## src/rtl/gpio_pkg.sv

```systemverilog
package gpio_pkg;
  localparam int ADDR_W = 2;

  typedef enum logic [ADDR_W-1:0] {
    REG_DATA = 2'd0,
    REG_DIR  = 2'd1,
    REG_MODE = 2'd2
  } gpio_reg_e;
endpackage

```

## src/rtl/gpio_rst_sync.sv

```systemverilog
module gpio_rst_sync #(
  parameter int STAGES = 2
) (
  input  logic clk,
  input  logic rst_n,
  output logic rst_int_n
);
  logic [STAGES-1:0] chain_q;
  logic [STAGES-1:0] chain_d;

  always_comb chain_d = {chain_q[STAGES-2:0], 1'b1};

  always_ff @(posedge clk or negedge rst_n) begin
    if (!rst_n) chain_q <= '0;
    else        chain_q <= chain_d;
  end

  assign rst_int_n = chain_q[STAGES-1];
endmodule

```

## src/rtl/gpio_in_sync.sv

```systemverilog
module gpio_in_sync #(
  parameter int WIDTH  = 8,
  parameter int STAGES = 2
) (
  input  logic             clk,
  input  logic [WIDTH-1:0] din,
  output logic [WIDTH-1:0] dout
);
  logic [WIDTH-1:0] stage_q [STAGES];

  always_ff @(posedge clk) stage_q[0] <= din;

  for (genvar s = 1; s < STAGES; s++) begin : g_stage
    always_ff @(posedge clk) stage_q[s] <= stage_q[s-1];
  end

  assign dout = stage_q[STAGES-1];
endmodule

```

## src/rtl/gpio_pad_ctrl.sv

```systemverilog
module gpio_pad_ctrl #(
  parameter int WIDTH = 8
) (
  input  logic [WIDTH-1:0] latch,
  input  logic [WIDTH-1:0] dir,
  input  logic [WIDTH-1:0] od_mode,
  input  logic [WIDTH-1:0] per_oe,
  input  logic [WIDTH-1:0] per_out,
  input  logic             hiz_all,
  output logic [WIDTH-1:0] pad_out,
  output logic [WIDTH-1:0] pad_oe
);
  for (genvar i = 0; i < WIDTH; i++) begin : g_bit
    logic drv_val;
    logic want_drive;
    logic od_release;

    always_comb begin
      drv_val    = per_oe[i] ? per_out[i] : latch[i];
      want_drive = per_oe[i] | dir[i];
      od_release = od_mode[i] & drv_val;
      pad_out[i] = drv_val;
      pad_oe[i]  = want_drive & ~od_release & ~hiz_all;
    end
  end
endmodule

```

## src/rtl/gpio_port.sv

```systemverilog
module gpio_port #(
  parameter int WIDTH       = 8,
  parameter int OD_LO       = 3,
  parameter int OD_HI       = 5,
  parameter int SYNC_STAGES = 2
) (
  input  logic                       clk,
  input  logic                       rst_n,
  input  logic                       wr_en,
  input  logic [gpio_pkg::ADDR_W-1:0] addr,
  input  logic [WIDTH-1:0]           wdata,
  input  logic                       rd_rmw,
  output logic [WIDTH-1:0]           rdata,
  input  logic [WIDTH-1:0]           per_oe,
  input  logic [WIDTH-1:0]           per_out,
  output logic [WIDTH-1:0]           per_in,
  input  logic                       stop_mode,
  input  logic                       standby_hiz,
  input  logic [WIDTH-1:0]           pad_in,
  output logic [WIDTH-1:0]           pad_out,
  output logic [WIDTH-1:0]           pad_oe
);
  import gpio_pkg::*;

  function automatic logic [WIDTH-1:0] make_od_mask();
    logic [WIDTH-1:0] m;
    m = '0;
    for (int i = OD_LO; i <= OD_HI; i++) m[i] = 1'b1;
    return m;
  endfunction

  localparam logic [WIDTH-1:0] OD_MASK = make_od_mask();

  logic             rst_int_n;
  logic [WIDTH-1:0] data_q, data_d;
  logic [WIDTH-1:0] dir_q, dir_d;
  logic [WIDTH-1:0] od_q, od_d;
  logic [WIDTH-1:0] pin_sync;
  logic             data_we, dir_we, mode_we;

  gpio_rst_sync #(.STAGES(2)) u_rst_sync (
    .clk       (clk),
    .rst_n     (rst_n),
    .rst_int_n (rst_int_n)
  );

  gpio_in_sync #(.WIDTH(WIDTH), .STAGES(SYNC_STAGES)) u_in_sync (
    .clk  (clk),
    .din  (pad_in),
    .dout (pin_sync)
  );

  // Write decode and next-state
  always_comb begin
    data_we = wr_en && (addr == REG_DATA);
    dir_we  = wr_en && (addr == REG_DIR);
    mode_we = wr_en && (addr == REG_MODE);
    data_d  = data_we ? wdata : data_q;
    dir_d   = dir_we  ? wdata : dir_q;
    od_d    = mode_we ? (wdata & OD_MASK) : od_q;
  end

  // Output latch: not reset
  always_ff @(posedge clk) begin
    if (data_we) data_q <= data_d;
  end

  always_ff @(posedge clk or negedge rst_int_n) begin
    if (!rst_int_n) begin
      dir_q <= '0;
      od_q  <= '0;
    end else begin
      if (dir_we)  dir_q <= dir_d;
      if (mode_we) od_q  <= od_d;
    end
  end

  // Read mux
  always_comb begin
    case (addr)
      REG_DATA: rdata = rd_rmw ? data_q : pin_sync;
      REG_DIR:  rdata = dir_q;
      REG_MODE: rdata = od_q;
      default:  rdata = '0;
    endcase
  end

  assign per_in = pin_sync;

  gpio_pad_ctrl #(.WIDTH(WIDTH)) u_pad_ctrl (
    .latch   (data_q),
    .dir     (dir_q),
    .od_mode (od_q),
    .per_oe  (per_oe),
    .per_out (per_out),
    .hiz_all (stop_mode & standby_hiz),
    .pad_out (pad_out),
    .pad_oe  (pad_oe)
  );
endmodule

```

## config.mk

```make
export PLATFORM = sky130hd
export DESIGN_NAME = gpio_port
export DESIGN_NICKNAME = d
export VERILOG_FILES = /design/src/rtl/gpio_pkg.sv /design/src/rtl/gpio_rst_sync.sv /design/src/rtl/gpio_in_sync.sv /design/src/rtl/gpio_pad_ctrl.sv /design/src/rtl/gpio_port.sv
export SDC_FILE = /design/constraint.sdc
export NUM_CORES = 1
export LEC_CHECK = 0
export ABC_AREA = 0
export BUFFER_PORTS_ARGS = -buffer_cell sky130_fd_sc_hd__buf_2
export CORE_MARGIN = 3
export CORE_UTILIZATION = 41
export CTS_CLUSTER_DIAMETER = 100
export DETAILED_ROUTE_END_ITERATION = 10
export GPL_ROUTABILITY_DRIVEN = 0
export PLACE_DENSITY = 0.82
export SETUP_SLACK_MARGIN = 0.1
export SYNTH_ARGS = -nofsm -noshare
export SYNTH_HDL_FRONTEND = slang
export SYNTH_SLANG_ARGS = --single-unit
```

## constraint.sdc

```tcl
create_clock -name clk -period 0.85 [get_ports clk]
set_input_delay 0.0425 -clock clk [delete_from_list [all_inputs] [get_ports clk]]
set_output_delay 0.0425 -clock clk [all_outputs]
set_load 0.02 [all_outputs]
```

# After elaboration in Yosys (flattened, before gate mapping)
# Memories as Yosys holds them, arrays and structs flattened.
# Cells that the tools add are included.
[classes]
n_eq_ne = 2
muxes = 10
bitwise = 27
n_reduce_logical = 4
[ops]
columns = ["op", "count"]
rows = [
  ["$pmux 8 s3", 1],
  ["$and 1x1->1", 15],
  ["$mux 1", 8],
  ["$mux 8", 1],
  ["$or 1x1->1", 8],
  ["$not 1->1", 4],
  ["$logic_and 1x1->1", 3],
  ["$eq 2x1->1 const B", 1],
  ["$eq 2x2->1 const B", 1],
  ["$logic_not 2->1", 1],
]
[totals]
register_bits = 21
ram_bits = 16
input_bits = 40
output_inout_bits = 32
wordCells = 48
n_memories = 1
[memory_table]
columns = ["memory", "words", "width", "read_ports", "rd_ports_with_merged_regs", "write_ports", "line", "rtl"]
rows = [
  ["u_in_sync.stage_q", 2, 8, 2, 0, 2, "gpio_in_sync.sv:9", "logic [WIDTH-1:0] stage_q [STAGES];"],
]

# Longest topological paths before layout
# Gate-level depths: netlist (run 1).
[logic_depth]
word_depth = 5
ltp_mapped = 3
mapped_depth_nobuf = 2

# By module
# Synthesis (run 1) repeated with hierarchy kept, for this count alone.
[hier_totals]
cells_unflattened = 129
area_unflattened_um2 = 1687.9
[modules_own_cells]
columns = ["mod", "instances", "cells_each", "area_per_inst_um2", "seq_area_each_um2"]
rows = [
  ["gpio_port", 1, 67, 935.9, 515.5],
  ["gpio_in_sync", 1, 24, 380.4, 320.3],
  ["gpio_pad_ctrl", 1, 35, 317.8, 0.0],
  ["gpio_rst_sync", 1, 3, 53.8, 50.0],
]

# Worst setup path after synthesis (run 1)
# Ideal clock, no wire load.
[synth_timing]
path_type = "input to register"
from = "input addr[1] in the netlist's numbering"
to = "register data_q[0], enable pin"
setup_time_ns = 0.385
arrival_ns = 0.893
t_required_ns = 0.465
setup_slack_ns = -0.429
stages = 2
path_buffers = 1
cell_sequence = "buf_2 nor3b_1"
[synth_between]
elab_chain_cells = 2
[synth_lines]
columns = ["element", "line", "rtl"]
rows = [
  ["start: declaration", "gpio_port.sv:10", "input logic [gpio_pkg::ADDR_W-1:0] addr,"],
  ["$logic_not 2->1", "gpio_port.sv:55", "data_we = wr_en && (addr == REG_DATA);"],
  ["$logic_and 1x1->1", "gpio_port.sv:55", ""],
  ["via data_we", "gpio_port.sv:39", "logic data_we, dir_we, mode_we;"],
  ["end signal: assignment", "gpio_port.sv:65", "if (data_we) data_q <= data_d;"],
  ["end: declaration", "gpio_port.sv:35", "logic [WIDTH-1:0] data_q, data_d;"],
]
# The timed path passes the listed nets, and every way through them passes these cells.
# A chain may end at the register's enable or synchronous reset.

# Worst setup path after layout (run 1)
[layout_timing]
from = "register data_q[5]"
to = "output pad_oe[5]"
[layout_between]
elab_chain_cells = 5
[layout_lines]
columns = ["element", "line", "rtl"]
rows = [
  ["$mux 1", "gpio_pad_ctrl.sv:19", "drv_val = per_oe[i] ? per_out[i] : latch[i];"],
  ["$and 1x1->1", "gpio_pad_ctrl.sv:21", "od_release = od_mode[i] & drv_val;"],
  ["$not 1->1", "gpio_pad_ctrl.sv:23", "pad_oe[i] = want_drive & ~od_release & ~hiz_all;"],
  ["$and 1x1->1 (2 in series)", "gpio_pad_ctrl.sv:23", ""],
  ["end: declaration", "gpio_port.sv:21", "output logic [WIDTH-1:0] pad_oe"],
]
# No other way between the ends.

==> flow_metrics.env, run 1 <==
export IMPL_core_area_sq_um=3520
export IMPL_r2r_start="od_q[3]"
export IMPL_vias=1281
export IMPL_gr_total_overflow=0
export IMPL_worstSkewPairLatency_ns=0.29
export IMPL_yosysTopAreaCellShare_pct=20.5
export IMPL_start_util_pct=45.1
export IMPL_grt_first_pass_wirelength_um=6470
export IMPL_ant_nets=0
export IMPL_crit_arrival_ns=1.39
export IMPL_antenna_found_initial=0
export IMPL_place_area_sq_um=2040
export IMPL_drv_slew=0
export IMPL_syn_to_final_growth_pct=63.6
export IMPL_ys_seq_area_share_pct=55.7
export IMPL_most_common_layout_cells="buf_2, buf_6, buf_4, dlygate4sd3_1, mux2_4"
export IMPL_synth_fp_nets=160
export IMPL_p_comb_share_pct=25.5
export IMPL_worstMarginPinSlew_ns=0.504
export IMPL_reg2regPathDepth=2
export IMPL_drive_gt1_share_pct=63.4
export IMPL_cp_slowest_cell="edfxtp_1"
export IMPL_p_int_w=0.00366
export IMPL_core_rowCount=21
export IMPL_cts_root_buffer="clkbuf_8"
export IMPL_grt_setup_unrepaired="yes"
export IMPL_synth_area_top_cells="dfrtp_1, dfxtp_1, edfxtp_1, mux2_2, buf_4"
export IMPL_ys_ff_latch=37
export IMPL_syn_area_per_cell_sq_um=13.2
export IMPL_fillCellCount=214
export IMPL_clock_fmax_mhz=698
export IMPL_critPathMaxStageDelay_ns=0.40
export IMPL_stdcell_area_sq_um=2600
export IMPL_clock_skew_final_ns=0.00833
export IMPL_dp_slack_ns=-0.323
export IMPL_slew_headroom_pct=66.4
export IMPL_yosysTopAreaCell="dfrtp_1"
export IMPL_cts_buffer_depth=2
export IMPL_die_y_um=68.3
export IMPL_final_common_cell="buf_2"
export IMPL_final_period_utilization_pct=169
export IMPL_whs_endpoint="dir_q[6]"
export IMPL_hold_depth=2
export IMPL_r2r_end="od_q[3]"
export IMPL_yosys_cell_types_count=21
export IMPL_h_tree_depth=2
export IMPL_cts_buffers_inserted=5
export IMPL_fin_tns_setup_ns=-8.25
export IMPL_cts_tree="done"
export IMPL_num_antenna_cells=0
export IMPL_grt_util_all_layers_pct=19.4
export IMPL_powerDensity_nw_per_um2=1910
export IMPL_portBuffers=71
export IMPL_seqPwrFrac_pct=42.8
export IMPL_switching_share_pct=26.3
export IMPL_grt_max_degree=13
export IMPL_wl_um=4260
export IMPL_total_power_w=0.00496
export IMPL_fin_ws_ns=-0.583
export IMPL_fin_util_pct=73.8
export IMPL_path_cells="mux2_4 -> a221oi_4 -> buf_6"
export IMPL_ios=72
export IMPL_cp_end_kind="primary output"
export IMPL_irDropWorstVdd_v=0.00124
export IMPL_pwr_share_clk_pct=31.6
export IMPL_finalSetupViolations=27
export IMPL_num_nets_final=252
export IMPL_dieArea_sq_um=4660
export IMPL_drc_errors=0
export IMPL_die_x_um=68.3
export IMPL_critPathRequiredTime_ns=0.81
export IMPL_holdCritStartpoint="wdata[6]"
export IMPL_cap_violations=0
export IMPL_first_pass_iters=4
export IMPL_grt_pass1_vias=1385
export IMPL_violations="negative setup slack"
export IMPL_r2r_slack_ns=-0.09
export IMPL_worstPathMaxFanout=2
export IMPL_dp_hpwl_um=3000
export IMPL_viasPerCell=4.95
export IMPL_synthesis_instances=120
export IMPL_drt_iter0_drc=49
export IMPL_clkSlewWorstSetupHoldPaths_ns=0.08
export IMPL_finalHoldViolCount=0
export IMPL_crit_type="reg2out"
export IMPL_p_sw_w=0.00131
export IMPL_clock_sinks=37
export IMPL_ctsHoldBuffers=17
export IMPL_yosys_warnings=0
export IMPL_status="finished with violations"
export IMPL_startpoint_type="register"
export IMPL_netlist_area_sq_um=1590
export IMPL_hold_path_class="in2reg"
export IMPL_wire_per_inst_um=16.5
export IMPL_p_leak_nw=1.22
export IMPL_period_needed_ns=1.43
[Yosys cell counts]
| master | number |
|---|---|
| a211oi_1 | 4 |
| a211oi_2 | 1 |
| a221oi_1 | 3 |
| buf_2 | 1 |
| buf_4 | 18 |
| conb_1 | 1 |
| dfrtp_1 | 13 |
| dfxtp_1 | 16 |
| edfxtp_1 | 8 |
| inv_2 | 1 |
| mux2_2 | 19 |
| mux2i_1 | 8 |
| nand2_1 | 1 |
| nand3b_1 | 7 |
| nand3b_4 | 1 |
| nor2_1 | 3 |
| nor2b_1 | 5 |
| nor3b_1 | 1 |
| o211ai_1 | 3 |
| o21a_1 | 5 |
| or2_2 | 1 |
[flip-flops by register name, summed over array words and instances (netlist names)]
register / count
u_rst_sync.chain_q: 2
dir_q: 8
u_in_sync.stage_q: 16
od_q: 3
data_q: 8
[through the flow]
stage,hold WS [ns],cells
finish,0.0112,259
global route,-0.000728,259
CTS,-0.000600,255
detailed placement,-0.167,229
global placement,-0.171,229
floorplan,-0.253,120
[what timing repair did]
action	CTS	global route
hold endpoints to repair	18	1
pin swaps	6	0
setup buffers	1	4
resized for setup	72	6
setup endpoints to repair	43	43
[logic make-up (layout without fill, tap and decap cells)]
kind of cell	after synthesis	count (layout)	share of synthesized area [%]
compound gates	16	16	8.11
flops	37	37	55.7
other cells	1	1	0.236
simple gates	19	19	8.35
mux	27	27	18.5
buf+inv	20	113	9.05
[power by group through the flow]
stage	combinational, W	clock (W)	sequential, W
6_report	0.00127	0.00157	0.00213
2_1_floorplan	0.000670	0	0.00210
3_5_place_dp	0.000920	0	0.00214
3_3_place_gp	0.000888	0	0.00213
4_1_cts	0.00120	0.00159	0.00212
5_1_grt	0.00135	0.00167	0.00215
[layer usage]
metal | share of wire, % | GRT usage [%]
met4 | 0.56 | 5.21
met3 | 5.5 | 5.25
met2 | 56 | 34.9
met1 | 37 | 22.4
met5 | 0 | 0
[worst max-delay path by stage]
stage	depth (start not counted)	start	end	slack [ns]
after floorplan	2	data_q[3]	pad_oe[3]	-0.17
after global placement	3	data_q[3]	pad_oe[3]	-0.24
after detailed placement	3	data_q[5]	pad_oe[5]	-0.32
after CTS	3	data_q[5]	pad_oe[5]	-0.61
after global routing	3	data_q[5]	pad_oe[5]	-0.62
final	3	data_q[5]	pad_oe[5]	-0.58
[area by class of cell]
cell class / instances / area (sq um) / share of cell area, %
Clock buffer: 6 / 82.6 / 3.18
Clock inverter: 2 / 37.5 / 1.44
Inverter: 1 / 3.75 / 0.144
Multi-Input combinational cell: 63 / 703 / 27.0
Sequential cell: 37 / 897 / 34.5
Tap cell: 46 / 57.6 / 2.21
Timing Repair Buffer: 104 / 818 / 31.5
[critical path, delay by kind of cell, from the launching register on]
kind	cells	cell delay [ns]
DFF	1	0.40
muxes	1	0.31
AOI/OAI and AO/OA	1	0.24
buffers and inverters	1	0.16
No activity file was read; power rests on OpenSTA's default activity.
==> inputs of run 2 (changes only) <==
--- a/config.mk
+++ b/config.mk
@@ -13,6 +13,7 @@
 export DETAILED_ROUTE_END_ITERATION = 10
 export GPL_ROUTABILITY_DRIVEN = 0
 export PLACE_DENSITY = 0.82
+export REMOVE_ABC_BUFFERS = 1
 export SETUP_SLACK_MARGIN = 0.1
 export SYNTH_ARGS = -nofsm -noshare
 export SYNTH_HDL_FRONTEND = slang
==> run 2 against run 1 <==
The flow still finishes with violations (negative setup slack). Sequential power barely moved. First-iteration DRC count fell by 22%. Register-to-register slack improved by 0.04 ns. Critical path depth did not move. Utilization rose by 0.85 points. Clock skew rose by 0.0012 ns. Cell area rose by 1.2%. Count of clock-buffer cells in the layout did not move. Clock power fell by 4%. Sequential share of layout area fell by 0.44 points. Maximum frequency fell by 2.3%. Via count rose by 2.3%.
==> flow_metrics.env, run 2 (synthesis results as in run 1) <==
export IMPL_status="finished with violations"
export IMPL_violations="negative setup slack"
export IMPL_finalHoldViolCount=0
export IMPL_wl_um=4500
export IMPL_most_common_layout_cells="buf_2, buf_6, buf_4, dlygate4sd3_1, mux2_4"
export IMPL_dp_hpwl_um=2730
export IMPL_drv_slew=0
export IMPL_num_antenna_cells=0
export IMPL_wire_per_inst_um=16.8
export IMPL_clkSlewWorstSetupHoldPaths_ns=0.07
export IMPL_grt_pass1_vias=1416
export IMPL_hold_path_class="in2reg"
export IMPL_largest_reg_flops=16
export IMPL_core_rowCount=21
export IMPL_num_nets_final=261
export IMPL_grtUsageMet1_pct=23.5
export IMPL_grt_first_pass_wirelength_um=6810
export IMPL_portBuffers=71
export IMPL_ios=72
export IMPL_total_power_w=0.00495
export IMPL_cts_tree="done"
export IMPL_cts_buffers_inserted=5
export IMPL_ctsHoldBuffers=17
export IMPL_place_area_sq_um=2000
export IMPL_cp_end_kind="primary output"
export IMPL_final_common_cell="buf_2"
export IMPL_drc_errors=0
export IMPL_top_regs="u_in_sync.stage_q x16, data_q x8, dir_q x8"
export IMPL_critPathRequiredTime_ns=0.81
export IMPL_use_met2_pct=35.0
export IMPL_p_leak_nw=1.25
export IMPL_startpoint_type="register"
export IMPL_clock_fmax_mhz=682
export IMPL_grt_setup_unrepaired="yes"
export IMPL_period_needed_ns=1.47
export IMPL_clock_sinks=37
export IMPL_fin_ws_ns=-0.616
export IMPL_cp_slowest_cell="edfxtp_1"
export IMPL_clock_skew_final_ns=0.00957
export IMPL_worstPathMaxFanout=2
export IMPL_grt_util_all_layers_pct=20.7
export IMPL_dieArea_sq_um=4660
export IMPL_core_area_sq_um=3520
export IMPL_crit_arrival_ns=1.42
export IMPL_top_register="u_in_sync.stage_q"
export IMPL_gr_total_overflow=0
export IMPL_syn_to_final_growth_pct=65.5
export IMPL_fin_util_pct=74.7
export IMPL_cts_buffer_depth=2
export IMPL_path_cells="mux2_4 -> a221oi_2 -> buf_4"
export IMPL_drt_iter0_drc=38
export IMPL_worst_path_buf_inv=1
export IMPL_crit_type="reg2out"
export IMPL_start_util_pct=45.1
export IMPL_crit_family="flip-flops"
export IMPL_stdcell_area_sq_um=2630
export IMPL_vias=1311
export IMPL_antenna_found_initial=0
export IMPL_die_y_um=68.3
export IMPL_first_pass_iters=4
export IMPL_cap_violations=0
export IMPL_grtUsageMet3_pct=6.08
export IMPL_top_usage_layer="met2"
export IMPL_viasPerCell=4.89
export IMPL_cts_root_buffer="clkbuf_8"
export IMPL_finalSetupViolations=33
export IMPL_irDropWorstVdd_v=0.00117
export IMPL_fin_cells=268
export IMPL_critPathMaxStageDelay_ns=0.41
export IMPL_grt_max_degree=13
export IMPL_r2r_slack_ns=-0.05
export IMPL_drive_gt1_share_pct=63.1
export IMPL_worstSkewPairLatency_ns=0.30
export IMPL_final_period_utilization_pct=173
export IMPL_powerDensity_nw_per_um2=1880
export IMPL_die_x_um=68.3
export IMPL_ant_nets=0
export IMPL_h_tree_depth=2
export IMPL_dp_cells=236
-- run 2: changes by cell type in the layout (fill, tap and decap cells not counted), moves of 2 or more --
cell,previous run,this run
a211oi_1,0,2
a211oi_2,5,3
a221oi_2,0,3
a221oi_4,3,0
buf_4,20,23
buf_6,26,32
-- run 2: area by class of cell --
class	instances	area (sq um)
clock inverters	2	38.8
clock buffers	6	72.6
well taps	46	57.6
inverters	1	3.75
flip-flops and latches	37	896
repair buffers	113	908
multi-input cells	63	653
fillers	227	891
-- run 2: final timing paths --
kind                       depth (start not counted)                   from               endpoint
min in group asynchronous                          2                  rst_n  u_rst_sync.chain_q[0]
min reg2reg                                        0  u_rst_sync.chain_q[1]               dir_q[3]
max in group asynchronous                          0  u_rst_sync.chain_q[1]               dir_q[0]
max reg2reg                                        2                od_q[4]                od_q[4]
max                                                3              data_q[4]              pad_oe[4]
min                                                2               wdata[5]                od_q[5]
-- run 2: layer usage --
layer | part of all wire [%] | vias to the layer above
li1 | - | 619
met1 | 38 | 628
met2 | 53 | 53
met3 | 7.1 | 11
met4 | 2.2 | 0
met5 | 0 | -
-- run 2: power breakdown --
group          switching [W]  internal (W)
sequential          0.000142       0.00197
clock               0.000632      0.000880
combinational       0.000544      0.000782
-- run 2: timing repair --
item / in CTS / in global routing
resized for setup: 85 / 9
hold endpoints to repair: 22 / 1
pin swaps: 10 / 1
setup endpoints to repair: 43 / 49
buffers inserted: 3 / 6
-- run 2: worst register-to-register path: stages, from the launching register on --
cell and delay, ns:
dfrtp_1 0.41, buf_6 0.13, mux2_4 0.25
-- run 2: through the flow --
stage	setup TNS [ns]	hold slack (ns)	setup slack (ns)
final	-9.29	0.00805	-0.616
after global routing	-10.76	-0.00802	-0.691
after CTS	-8.71	-0.000659	-0.601
after detailed placement	-3.11	-0.169	-0.300
after global placement	-3.05	-0.170	-0.320
after floorplan	-5.17	-0.253	-0.501
